$ cat src/rtl/nvx_pkg.sv
package nvx_pkg;

  typedef enum logic [3:0] {
    S_DOWN   = 4'd0,
    S_RECALL = 4'd1,
    S_IDLE   = 4'd2,
    S_DELAY  = 4'd3,
    S_STORE  = 4'd4,
    S_HOLD   = 4'd5,
    S_DRVHI  = 4'd6,
    S_GUARD  = 4'd7,
    S_WAITHI = 4'd8,
    S_PFST   = 4'd9
  } seq_state_t;

  function automatic int unsigned max3(input int unsigned a, input int unsigned b,
                                       input int unsigned c);
    int unsigned m;
    m = (a > b) ? a : b;
    return (m > c) ? m : c;
  endfunction

endpackage

$ cat src/rtl/nvx_timer.sv
module nvx_timer #(
  parameter int CW = 4
) (
  input  logic          clk,
  input  logic          rst,
  input  logic          load,
  input  logic [CW-1:0] load_val,
  output logic          zero
);

  logic [CW-1:0] cnt_q;

  always_ff @(posedge clk) begin
    if (rst) begin
      cnt_q <= '0;
    end else if (load) begin
      cnt_q <= load_val;
    end else if (cnt_q != '0) begin
      cnt_q <= cnt_q - 1'b1;
    end
  end

  assign zero = (cnt_q == '0);

endmodule

$ cat src/rtl/nvx_gate.sv
module nvx_gate (
  input  logic clk,
  input  logic rst,
  input  logic acc_open,
  input  logic wp,
  input  logic wr_req,
  input  logic rd_req,
  input  logic as_off,
  input  logic as_on,
  input  logic xfer_done,
  output logic wr_ack,
  output logic rd_ack,
  output logic addr_step,
  output logic dirty,
  output logic as_en
);

  logic wr_ok;
  logic rd_ok;

  assign wr_ok = wr_req && acc_open && !wp;
  assign rd_ok = rd_req && acc_open;

  always_ff @(posedge clk) begin
    if (rst) begin
      wr_ack    <= 1'b0;
      rd_ack    <= 1'b0;
      addr_step <= 1'b0;
      dirty     <= 1'b0;
      as_en     <= 1'b1;
    end else begin
      wr_ack    <= wr_ok;
      rd_ack    <= rd_ok;
      addr_step <= wr_ok || rd_ok;
      if (xfer_done) begin
        dirty <= 1'b0;
      end else if (wr_ok) begin
        dirty <= 1'b1;
      end
      if (!wp) begin
        if (as_off) begin
          as_en <= 1'b0;
        end else if (as_on) begin
          as_en <= 1'b1;
        end
      end
    end
  end

  // a protected cycle never yields a write acknowledge
  a_r4_wp_no_write: assert property (@(posedge clk) disable iff (rst)
    wp |=> !wr_ack);

  // no write acknowledge while access is closed
  a_r3_closed_no_ack: assert property (@(posedge clk) disable iff (rst)
    !acc_open |=> !wr_ack && !rd_ack);

endmodule

$ cat src/rtl/nvx_fsm.sv
module nvx_fsm
  import nvx_pkg::*;
#(
  parameter int T_DELAY = 4,
  parameter int T_HIGH  = 2,
  parameter int T_GUARD = 3,
  parameter int CW      = 3
) (
  input  logic          clk,
  input  logic          rst,
  input  logic          pwr_ok,
  input  logic          xreq_n,
  input  logic          sw_store,
  input  logic          as_en,
  input  logic          dirty,
  input  logic          arr_done,
  input  logic          tmr_zero,
  output logic          tmr_load,
  output logic [CW-1:0] tmr_val,
  output logic          xfer_done,
  output logic          st_go,
  output logic          rc_go,
  output logic          acc_open,
  output logic          bsy_oe,
  output logic          bsy_drv
);

  localparam logic [CW-1:0] LD_DELAY = CW'(T_DELAY - 1);
  localparam logic [CW-1:0] LD_HIGH  = CW'(T_HIGH - 1);
  localparam logic [CW-1:0] LD_GUARD = CW'(T_GUARD - 1);

  seq_state_t state_q, state_d;
  logic       pf_hit;
  logic       pf_target_store;

  // supply loss is honoured in every state that is not already transferring
  always_comb begin
    case (state_q)
      S_IDLE, S_DELAY, S_HOLD, S_DRVHI, S_GUARD, S_WAITHI: pf_hit = !pwr_ok;
      default:                                             pf_hit = 1'b0;
    endcase
  end

  assign pf_target_store = as_en && dirty;

  always_comb begin
    state_d = state_q;
    if (pf_hit) begin
      state_d = pf_target_store ? S_PFST : S_DOWN;
    end else begin
      case (state_q)
        S_DOWN:   if (pwr_ok) state_d = S_RECALL;
        S_RECALL: if (arr_done) state_d = pwr_ok ? S_IDLE : S_DOWN;
        S_IDLE: begin
          if (!xreq_n)                state_d = S_DELAY;
          else if (sw_store && dirty) state_d = S_STORE;
        end
        S_DELAY:  if (tmr_zero) state_d = dirty ? S_STORE : S_WAITHI;
        S_STORE: begin
          if (arr_done) begin
            if (!pwr_ok)      state_d = S_DOWN;
            else if (!xreq_n) state_d = S_HOLD;
            else              state_d = S_DRVHI;
          end
        end
        S_HOLD:   if (xreq_n) state_d = S_DRVHI;
        S_DRVHI:  if (tmr_zero) state_d = S_GUARD;
        S_GUARD:  if (tmr_zero) state_d = S_IDLE;
        S_WAITHI: if (xreq_n) state_d = S_IDLE;
        S_PFST:   if (arr_done) state_d = S_DOWN;
        default:  state_d = S_DOWN;
      endcase
    end
  end

  always_comb begin
    tmr_load = (state_d != state_q) &&
               (state_d == S_DELAY || state_d == S_DRVHI || state_d == S_GUARD);
    case (state_d)
      S_DELAY: tmr_val = LD_DELAY;
      S_DRVHI: tmr_val = LD_HIGH;
      default: tmr_val = LD_GUARD;
    endcase
  end

  assign xfer_done = arr_done &&
                     (state_q == S_STORE || state_q == S_PFST || state_q == S_RECALL);

  always_ff @(posedge clk) begin
    if (rst) begin
      state_q  <= S_DOWN;
      acc_open <= 1'b0;
      bsy_oe   <= 1'b0;
      bsy_drv  <= 1'b0;
      st_go    <= 1'b0;
      rc_go    <= 1'b0;
    end else begin
      state_q  <= state_d;
      acc_open <= (state_d == S_IDLE);
      bsy_oe   <= (state_d == S_STORE) || (state_d == S_PFST) || (state_d == S_DRVHI);
      bsy_drv  <= (state_d == S_DRVHI);
      st_go    <= (state_d != state_q) && (state_d == S_STORE || state_d == S_PFST);
      rc_go    <= (state_d != state_q) && (state_d == S_RECALL);
    end
  end

  // a supply loss closes access on the following cycle
  a_r12_pf_closes: assert property (@(posedge clk) disable iff (rst)
    !pwr_ok |=> !acc_open);

  // a recall start is never paired with open access
  a_r2_recall_closed: assert property (@(posedge clk) disable iff (rst)
    rc_go |-> !acc_open);

endmodule

$ cat src/rtl/nv_xfer_seq.sv
module nv_xfer_seq
  import nvx_pkg::*;
#(
  parameter int T_DELAY = 4,
  parameter int T_HIGH  = 2,
  parameter int T_GUARD = 3
) (
  input  logic clk,
  input  logic rst,
  input  logic pwr_ok,
  input  logic xreq_n,
  input  logic sw_store,
  input  logic as_off,
  input  logic as_on,
  input  logic wp,
  input  logic wr_req,
  input  logic rd_req,
  input  logic arr_done,
  output logic bsy_oe,
  output logic bsy_drv,
  output logic acc_open,
  output logic wr_ack,
  output logic rd_ack,
  output logic addr_step,
  output logic dirty,
  output logic arr_store_go,
  output logic arr_recall_go
);

  localparam int TMAX = max3(T_DELAY, T_HIGH, T_GUARD);
  localparam int CW   = (TMAX < 2) ? 1 : $clog2(TMAX);

  logic          as_en;
  logic          tmr_load;
  logic [CW-1:0] tmr_val;
  logic          tmr_zero;
  logic          xfer_done;

  nvx_timer #(.CW(CW)) u_tmr (
    .clk      (clk),
    .rst      (rst),
    .load     (tmr_load),
    .load_val (tmr_val),
    .zero     (tmr_zero)
  );

  nvx_fsm #(
    .T_DELAY (T_DELAY),
    .T_HIGH  (T_HIGH),
    .T_GUARD (T_GUARD),
    .CW      (CW)
  ) u_fsm (
    .clk       (clk),
    .rst       (rst),
    .pwr_ok    (pwr_ok),
    .xreq_n    (xreq_n),
    .sw_store  (sw_store),
    .as_en     (as_en),
    .dirty     (dirty),
    .arr_done  (arr_done),
    .tmr_zero  (tmr_zero),
    .tmr_load  (tmr_load),
    .tmr_val   (tmr_val),
    .xfer_done (xfer_done),
    .st_go     (arr_store_go),
    .rc_go     (arr_recall_go),
    .acc_open  (acc_open),
    .bsy_oe    (bsy_oe),
    .bsy_drv   (bsy_drv)
  );

  nvx_gate u_gate (
    .clk       (clk),
    .rst       (rst),
    .acc_open  (acc_open),
    .wp        (wp),
    .wr_req    (wr_req),
    .rd_req    (rd_req),
    .as_off    (as_off),
    .as_on     (as_on),
    .xfer_done (xfer_done),
    .wr_ack    (wr_ack),
    .rd_ack    (rd_ack),
    .addr_step (addr_step),
    .dirty     (dirty),
    .as_en     (as_en)
  );

  // the array is only started on dirty data
  a_r6_store_needs_dirty: assert property (@(posedge clk) disable iff (rst)
    arr_store_go |-> dirty);

  // a line request seen while open closes access next cycle
  a_r5_req_closes: assert property (@(posedge clk) disable iff (rst)
    (acc_open && !xreq_n) |=> !acc_open);

  // access is still closed when the line is released
  a_r9_release_guarded: assert property (@(posedge clk) disable iff (rst)
    $fell(bsy_oe) |-> !acc_open);

  // a pulled-low line never coexists with open access
  a_r7_low_closed: assert property (@(posedge clk) disable iff (rst)
    (bsy_oe && !bsy_drv) |-> !acc_open);

endmodule

$ cat config.mk
export PLATFORM = sky130hd
export DESIGN_NAME = nv_xfer_seq
export DESIGN_NICKNAME = d
export VERILOG_FILES = /design/src/rtl/nvx_pkg.sv /design/src/rtl/nvx_timer.sv /design/src/rtl/nvx_gate.sv /design/src/rtl/nvx_fsm.sv /design/src/rtl/nv_xfer_seq.sv
export SDC_FILE = /design/constraint.sdc
export NUM_CORES = 1
export LEC_CHECK = 0
export BUFFER_PORTS_ARGS = -buffer_cell sky130_fd_sc_hd__buf_2
export CAP_MARGIN = 25
export CORE_ASPECT_RATIO = 0.8
export CORE_MARGIN = 2
export CORE_UTILIZATION = 45
export DETAILED_ROUTE_END_ITERATION = 10
export PLACE_DENSITY = 0.7
export SETUP_SLACK_MARGIN = 0.05
export SYNTH_ARGS = -nofsm -noshare
export SYNTH_HDL_FRONTEND = slang
export SYNTH_SLANG_ARGS = --single-unit
$ cat constraint.sdc
create_clock -name clk -period 2.1 [get_ports clk]
set_clock_uncertainty 0.05 [all_clocks]
set_input_delay 0.105 -clock clk [delete_from_list [all_inputs] [get_ports clk]]
set_output_delay 0.105 -clock clk [all_outputs]
set_load 0.01 [all_outputs]
==> results of run 1 <==
[power breakdown]
| part | switching [W] | total [W] | internal [W] |
|---|---|---|---|
| Clock | 0.0000988 | 0.000205 | 0.000106 |
| Sequential | 0.0000237 | 0.000357 | 0.000334 |
| Combinational | 0.000243 | 0.000481 | 0.000238 |
[metal layers]
metal,global-route usage (%),up-vias
li1,-,574
met1,32.9,590
met2,38.9,37
met3,7.16,12
met4,8.84,0
met5,0,-
[Yosys cell counts, types with 2 or more instances]
cell / instances / share of area, %
a21oi_1: 7 / 3.4
and3_1: 4 / 2.4
buf_2: 2 / 0.96
clkbuf_1: 2 / 0.72
dfxtp_1: 16 / 31
ha_1: 2 / 2.4
inv_1: 6 / 2.2
nand2_1: 10 / 3.6
nand2b_1: 3 / 1.8
nand3b_1: 2 / 1.4
nor2_1: 11 / 4.0
nor2b_1: 4 / 2.4
nor3_1: 2 / 0.96
nor4b_1: 2 / 1.7
o21ai_0: 4 / 1.9
o21ai_1: 2 / 0.96
o311ai_1: 2 / 1.7
xnor2_1: 2 / 1.7
xor2_1: 2 / 1.7
[worst max-delay path, delay by kind of cell, from the launching register on]
family / cells / cell delay (ps)
and+or+nand+nor: 3 / 1120
DFF: 1 / 380
AOI/OAI and AO/OA: 4 / 650
[kinds of logic after synthesis]
family | count (synthesis) | synth area share, %
buffers and inverters | 12 | 5.65
AND/OR/NAND/NOR | 54 | 32.1
AO/OA/AOI/OAI | 32 | 24.6
multiplexers | 1 | 1.08
XOR/XNOR | 4 | 3.37
adder cells (fa/ha/maj) | 2 | 2.40
flip-flops | 16 | 30.8
[registers in the layout, summed over array words and instances, names as in the netlist]
name,cells
u_fsm.st_go,1
u_fsm.bsy_oe,1
u_fsm.rc_go,1
u_fsm.bsy_drv,1
u_tmr.cnt_q,2
u_gate.addr_step,1
u_gate.dirty,1
u_fsm.state_q,4
u_gate.as_en,1
u_gate.rd_ack,1
u_fsm.acc_open,1
u_gate.wr_ack,1
[area by class of cell]
type | instances | area, µm²
fillers | 135 | 470
multi-input cells | 93 | 828
repair buffers | 64 | 455
clock buffers | 4 | 36.3
flip-flops and latches | 16 | 333
inverters | 6 | 22.5
well taps | 25 | 31.3
[per-stage QoR]
step / setup WS (ps) / util (%) / total power (W) / hold slack [ps] / TNS, ps
2_1_floorplan: 25.5 / - / 0.000619 / 133 / 0
4_1_cts: -102 / 72.9 / 0.00100 / 29.1 / -436
5_1_grt: -220 / 78.4 / 0.00110 / 43.2 / -918
3_3_place_gp: -211 / 66.4 / 0.000747 / 327 / -798
3_5_place_dp: -262 / 66.4 / 0.000757 / 327 / -1080
6_report: -207 / 78.4 / 0.00104 / 32.9 / -709
[worst max path at each step]
| stage | end | slack, ps | depth (start not counted) |
|---|---|---|---|
| global placement | u_tmr.cnt_q[0]$_SDFFE_PP0P_ | -210 | 7 |
| detailed placement | u_tmr.cnt_q[0]$_SDFFE_PP0P_ | -260 | 7 |
| finish | u_tmr.cnt_q[1]$_SDFFE_PP0P_ | -210 | 7 |
| floorplan | u_fsm.rc_go$_SDFF_PP0_ | 30 | 8 |
| global route | u_tmr.cnt_q[1]$_SDFFE_PP0P_ | -220 | 7 |
| CTS | u_fsm.rc_go$_SDFF_PP0_ | -100 | 7 |
[what timing repair did]
action	CTS	global route
setup buffers	4	5
hold buffers	0	0
setup endpoints to repair	8	8
pin swaps	11	11
gates resized for setup	17	19
==> reports/metrics.csv, run 1 <==
metric;value;unit
synthesized cell area;1040;µm²
Max-Cap Viols;0;
dpl cells;195;
share of cells above drive strength 1;57.9;%
DRT met1 WL;1600;µm
Die X;57.8;µm
R2R Path End;u_tmr.cnt_q[1]$_SDFFE_PP0P_;
most frequent cells in the layout;39 x buf_4, 19 x buf_2, 11 x nor2_1;
RD Place Congestion;0.851;
leak pwr;0.755;nW
area delta synth->final;63.9;%
WHS Endpoint;u_gate.rd_ack$_SDFF_PP0_;
worst-path cell chain;or3b_4, o22ai_2, nor4b_1, a311oi_2, and4bb_2, o311ai_2, o21ai_1;
Crit. Startpoint;u_fsm.state_q[1]$_SDFF_PP0_;
vias in the first global route;1016;
worst r2r src;u_fsm.state_q[1]$_SDFF_PP0_;
post-synthesis sequential area ratio;30.8;%
syn nets;134;
syn avg cell area;8.60;µm²
grt total ovfl;0;
Worst-Skew Late Latency;290;ps
Final Hold Violating Endpoints;0;
final worst-path cycle share;110;%
Design Area, Final;1710;µm²
Max Clock Freq;0.433;GHz
number of remaining DRC errors;0;
Critical Path AT;2440;ps
Met3 Wirelength;162;µm
Worst setup EP type;register;
Hold Path Stages;2;
Syn Inst Count;121;
DR WL met2;1660;µm
wirelength, routed;3510;µm
status;complete, but fails checks;
starting density of the core;47.8;%
DRT Pass-1 Iters;4;
Setup CP Type;register to register;
Clock Sinks;16;
initial DRC count;39;
slowest CP cell;nor4b_1;
placed cell area;1450;µm²
failing checks;negative setup slack;
vias per cell;5.83;
worst hold-check path type;primary input to register;
Worst Reg-to-Reg Cells;7;
Worst Min Path Start;rd_req;
Vias;1213;
Max Used Layer;met4;
I/O pin count;20;
CTS Root Cell;clkbuf_4;
Setup crit start kind;register;
Critical Path RT;2230;ps
Core ar.;2180;µm²
final setup vio count;5;
EDFF count, synth;0;
critical-path maximum fanout;7;
Finished Layout Cells;208;
worst slew pin tran;469;ps
chip height;47.0;µm
CTS H-Tree Depth;1;
synthesized flop and latch total;16;
first-pass GRT wire length;4910;µm
unrepaired setup endpoints after global routing;yes;
FP Rows;15;
YS warnings;0;
clock tree from TritonCTS;yes;
main flop type after synthesis;dfxtp_1;
die area;2720;µm²
gr usage total;24.7;%
most common cell after layout, fill and taps aside;buf_4;
critical path's largest stage delay;440;ps
Antenna Cells;0;
Final nets;197;
count of different cell masters after synthesis;55;
Worst-path clk slew;90;ps
flop2flop setup slack;-210;ps
final worst slack;-207;ps
Final ANT Viol Nets;0;
final slew viol count;0;
Slew headroom;68.3;%
largest net degree at the start of global routing;12;
IO buf count;19;
routed length per placed instance;16.9;µm
min Tclk post-route;2310;ps
Worst IR Drop VDD;0.627;mV
initial antenna violation count;0;
Post-synth ARST share;0;%
Longest Clk Path Bufs;2;
DP HPWL;2250;µm
pwr/cell area;611;nW/µm²
number of buffers created by CTS;3;
Power figures use the tool's default switching activity.
==> run 2, diff against run 1 <==
--- a/config.mk
+++ b/config.mk
@@ -7,11 +7,13 @@
 export LEC_CHECK = 0
 export BUFFER_PORTS_ARGS = -buffer_cell sky130_fd_sc_hd__buf_2
 export CAP_MARGIN = 25
+export CELL_PAD_IN_SITES_DETAIL_PLACEMENT = 2
+export CELL_PAD_IN_SITES_GLOBAL_PLACEMENT = 2
 export CORE_ASPECT_RATIO = 0.8
 export CORE_MARGIN = 2
-export CORE_UTILIZATION = 45
+export CORE_UTILIZATION = 29
 export DETAILED_ROUTE_END_ITERATION = 10
-export PLACE_DENSITY = 0.7
+export PLACE_DENSITY_LB_ADDON = 0.1
 export SETUP_SLACK_MARGIN = 0.05
 export SYNTH_ARGS = -nofsm -noshare
 export SYNTH_HDL_FRONTEND = slang
==> run 2 against run 1 <==
Effect of this change:
- combinational power rose by 19%
- sequential power rose by 1%
- register-to-register slack got worse by 70 ps
- core utilization fell by 25 points
- fmax fell by 2.9%
- largest cell class unchanged
- the run still ends with negative setup slack left
- clock power rose by 39%
- sequential share of layout area fell by 1.4 points
- via count rose by 4.0%
- global-route usage fell by 0.76 points
- final cell count rose by 12%
- count of clock-buffer cells in the layout did not move
==> reports/metrics.csv, run 2 (same netlist as run 1, synthesis figures left out) <==
metric;value;unit
vias per cell;5.44;
unrepaired setup endpoints after global routing;yes;
Final Hold Violating Endpoints;0;
DP HPWL;2910;µm
DRT Pass-1 Iters;4;
final setup TNS;-852;ps
area delta synth->final;77.0;%
chip height;57.6;µm
initial DRC count;31;
initial antenna violation count;0;
max reg flops;4;
Max-Cap Viols;0;
min Tclk post-route;2380;ps
leak pwr;0.805;nW
flop2flop setup slack;-280;ps
Longest Clk Path Bufs;2;
Overall Power;0.00122;W
Vias;1261;
worst hold-check path type;primary input to register;
Worst-path clk slew;70;ps
Critical Path AT;2450;ps
final slew viol count;0;
Die X;71.0;µm
Slew headroom;61.6;%
CTS Root Cell;clkbuf_8;
Post-Place Worst Slack;-312;ps
FP Rows;19;
gr usage total;23.9;%
most common cell after layout, fill and taps aside;buf_4;
number of buffers created by CTS;3;
most frequent cells in the layout;46 x buf_4, 19 x buf_2, 11 x dfxtp_1;
first-pass GRT wire length;7270;µm
CTS hold repair buffers;0;
failing checks;negative setup slack;
Antenna Cells;0;
worst slew pin tran;575;ps
Final ANT Viol Nets;0;
share of cells above drive strength 1;62.1;%
die area;4090;µm²
starting density of the core;30.4;%
Worst setup EP type;register;
final worst slack;-276;ps
number of remaining DRC errors;0;
IO buf count;19;
final setup vio count;5;
Setup crit start kind;register;
wirelength, routed;5570;µm
registers with the most flip-flops;u_fsm.state_q x4, u_tmr.cnt_q x2;
Worst IR Drop VDD;0.427;mV
largest net degree at the start of global routing;14;
Worst Reg-to-Reg Cells;10;
Top reg by flops;u_fsm.state_q;
register area;334;µm²
grt total ovfl;0;
final worst-path cycle share;113;%
status;complete, but fails checks;
worst r2r src;u_tmr.cnt_q[0]$_SDFFE_PP0P_;
Critical Path RT;2170;ps
R2R Path End;u_tmr.cnt_q[0]$_SDFFE_PP0P_;
pwr/cell area;660;nW/µm²
Final nets;204;
clock tree from TritonCTS;yes;
Worst Min Path Start;rd_req;
Clock Sinks;16;
Max Clock Freq;0.421;GHz
Core ar.;3420;µm²
Multi-input gate area;871;µm²
worst setup path end;u_tmr.cnt_q[0]$_SDFFE_PP0P_;
fillers;365;
I/O pin count;20;
critical-path maximum fanout;5;
vias in the first global route;1331;
CTS H-Tree Depth;1;
Worst-Skew Late Latency;260;ps
Crit. Startpoint;u_tmr.cnt_q[0]$_SDFFE_PP0P_;
Setup CP Type;register to register;
RD Place Congestion;0.758;
routed length per placed instance;24.0;µm
## run 2: changes by cell type in the layout (fill, tap and decap cells not counted), sizes merged
cell,before,now
buf,64,71
## run 2: metal layers
metal	wire length, µm	track usage [%]
met1	2390	29.8
met2	2850	43.0
met3	199	4.59
met4	135	5.39
met5	0	0
## run 2: area by class of cell
type,instances,area share [%]
clock buffers,4,2.99
inverters,6,1.22
repair buffers,71,27.6
flip-flops and latches,16,18.1
well taps,42,2.85
multi-input cells,93,47.3
## run 2: how the worst min path moves through the flow
stage | slack [ps] | to | depth (start not counted)
4_1_cts | 60 | u_gate.rd_ack$_SDFF_PP0_ | 2
2_1_floorplan | 130 | u_fsm.bsy_drv$_SDFF_PP0_ | 1
3_5_place_dp | 330 | u_gate.rd_ack$_SDFF_PP0_ | 2
6_report | 80 | u_gate.rd_ack$_SDFF_PP0_ | 2
5_1_grt | 100 | u_gate.rd_ack$_SDFF_PP0_ | 2
3_3_place_gp | 320 | u_gate.rd_ack$_SDFF_PP0_ | 2
## run 2: critical path, cell delays in order, from the launching register on
cell and delay, ps:
dfxtp_2 340, inv_2 100, ha_4 180, buf_4 150, nand3_1 100, o311a_1 130
o21ai_2 250, xnor2_2 170, and4bb_4 290, o41ai_2 310, o21ai_1 160
## run 2: through the flow
stage / hold WS (ps) / area [µm²] / std cells / utilization (%)
after global placement: 317 / 1460 / 211 / 42.6
final: 76.5 / 1840 / 232 / 53.8
after detailed placement: 329 / 1460 / 211 / 42.6
after floorplan: 133 / 1090 / 121 / -
after CTS: 62.0 / 1680 / 225 / 49.1
after global routing: 103 / 1840 / 232 / 53.8
## run 2: report_power, final
group	switching (W)	internal, W
clock	0.000118	0.000167
combinational	0.000310	0.000261
sequential	0.0000282	0.000333
## run 2: repair_timing
| item | in CTS | in global routing |
|---|---|---|
| buffers inserted | 10 | 7 |
| setup endpoints to repair | 8 | 8 |
| resized for setup | 23 | 23 |
| endpoints found under the hold margin | 0 | 0 |
| pin swaps | 11 | 10 |
==> run 3, diff against run 2 <==
--- a/config.mk
+++ b/config.mk
@@ -13,6 +13,7 @@
 export CORE_MARGIN = 2
 export CORE_UTILIZATION = 29
 export DETAILED_ROUTE_END_ITERATION = 10
+export MAX_ROUTING_LAYER = met4
 export PLACE_DENSITY_LB_ADDON = 0.1
 export SETUP_SLACK_MARGIN = 0.05
 export SYNTH_ARGS = -nofsm -noshare
==> run 3 against run 2 <==
Effect of this change:
- count of clock-buffer cells in the layout stayed put
- final cell count stayed put
- largest cell class unchanged
- combinational power hardly changed
- clock power hardly changed
- critical path type unchanged
- sequential power hardly changed
- design area stayed put
- the flow still finishes with violations (negative setup slack)
==> reports/metrics.csv, run 3 (same netlist as run 1, synthesis figures left out) <==
metric;value;unit
Longest Clk Path Bufs;2;
grt total ovfl;0;
routed length per placed instance;24.2;µm
unrepaired setup endpoints after global routing;yes;
final slew viol count;0;
number of buffers created by CTS;3;
Setup crit start kind;register;
Worst-Skew Late Latency;260;ps
most common cell after layout, fill and taps aside;buf_4;
chip height;57.6;µm
Top reg by flops;u_fsm.state_q;
DRT Pass-1 Iters;4;
critical-path maximum fanout;5;
Final nets;204;
pwr/cell area;660;nW/µm²
final worst slack;-277;ps
I/O pin count;20;
final worst-path cycle share;113;%
post-layout util;53.8;%
Die X;71.0;µm
RD Place Congestion;0.768;
IO buf count;19;
registers with the most flip-flops;u_fsm.state_q x4, u_tmr.cnt_q x2;
wirelength, routed;5610;µm
Critical Path AT;2450;ps
worst-path cell chain;inv_2, ha_4, buf_4, nand3_1, o311a_1, o21ai_2, xnor2_2, and4bb_4, o41ai_2, o21ai_1;
status;complete, but fails checks;
CTS Root Cell;clkbuf_8;
gr usage total;24.7;%
min Tclk post-route;2380;ps
Max-Cap Viols;0;
area delta synth->final;77.0;%
FP Rows;19;
Max Clock Freq;0.421;GHz
Setup CP Type;register to register;
initial DRC count;29;
Vias;1263;
clock tree from TritonCTS;yes;
max reg flops;4;
Core ar.;3420;µm²
starting density of the core;30.4;%
largest net degree at the start of global routing;14;
Final Hold Violating Endpoints;0;
CTS H-Tree Depth;1;
critical path's largest stage delay;340;ps
Worst IR Drop VDD;0.426;mV
Antenna Cells;0;
vias per cell;5.44;
die area;4090;µm²
slowest CP cell;dfxtp_2;
final setup vio count;5;
Worst-path clk slew;70;ps
DP HPWL;2910;µm
first-pass GRT wire length;7260;µm
leak pwr;0.805;nW
initial antenna violation count;0;
number of remaining DRC errors;0;
Critical Path RT;2170;ps
Slew headroom;61.4;%
share of cells above drive strength 1;62.1;%
most frequent cells in the layout;46 x buf_4, 19 x buf_2, 11 x dfxtp_1;
Overall Power;0.00122;W
failing checks;negative setup slack;
worst slew pin tran;578;ps
worst hold-check path type;primary input to register;
Final ANT Viol Nets;0;
vias in the first global route;1329;
Clock Sinks;16;
Worst setup EP type;register;
## run 3: metal layers
layer	global-route usage, %	wire length (µm)	up-vias
li1	-	-	582
met1	29.8	2450	632
met2	43.0	2860	32
met3	4.59	164	17
met4	5.39	140	0
met5	-	0	-
## run 3: final cells by class
| type | count | area (µm²) |
|---|---|---|
| fill | 365 | 1580 |
| multi-input combinational | 93 | 871 |
| timing repair buffer | 71 | 508 |
| sequential | 16 | 334 |
| clock buffer | 4 | 55.1 |
| tap | 42 | 52.6 |
| inverter | 6 | 22.5 |
## run 3: report_power, final
group          total [W]  switching (W)  internal [W]
combinational   0.000571       0.000310      0.000261
sequential      0.000361      0.0000281      0.000333
clock           0.000285       0.000118      0.000167
total            0.00122       0.000456      0.000761
## run 3: worst paths after layout
path	start	endpoint	slack, ps	cells after the start
max	u_tmr.cnt_q[0]$_SDFFE_PP0P_	u_tmr.cnt_q[0]$_SDFFE_PP0P_	-280	10
min	rd_req	u_gate.rd_ack$_SDFF_PP0_	80	2
min reg2reg	u_gate.as_en$_SDFFE_PP1P_	u_gate.as_en$_SDFFE_PP1P_	490	2
max reg2reg	u_tmr.cnt_q[0]$_SDFFE_PP0P_	u_tmr.cnt_q[0]$_SDFFE_PP0P_	-280	10
## run 3: critical path, delay by kind of cell, from the launching register on
family,cells,cell delay [ps]
compound gates,4,850
xor+xnor,1,170
fa+ha+maj,1,180
buf+inv,2,250
flops,1,340
simple gates,2,390
## run 3: repair_timing
item | in CTS | in global routing
endpoints found under the hold margin | 0 | 0
pin swaps | 11 | 10
hold buffers | 0 | 0
endpoints found under the setup margin | 8 | 8
setup buffers | 10 | 7
resized for setup | 23 | 23
## run 3: metrics by stage
| stage | setup slack (ps) | hold slack, ps | cell area (µm²) | std cells | TNS, ps |
|---|---|---|---|---|---|
| 2_1_floorplan | 25.5 | 133 | 1090 | 121 | 0 |
| 3_3_place_gp | -205 | 317 | 1460 | 211 | -897 |
| 3_5_place_dp | -312 | 329 | 1460 | 211 | -1300 |
| 4_1_cts | -141 | 62.0 | 1680 | 225 | -463 |
| 5_1_grt | -385 | 103 | 1840 | 232 | -1410 |
| 6_report | -277 | 82.3 | 1840 | 232 | -850 |
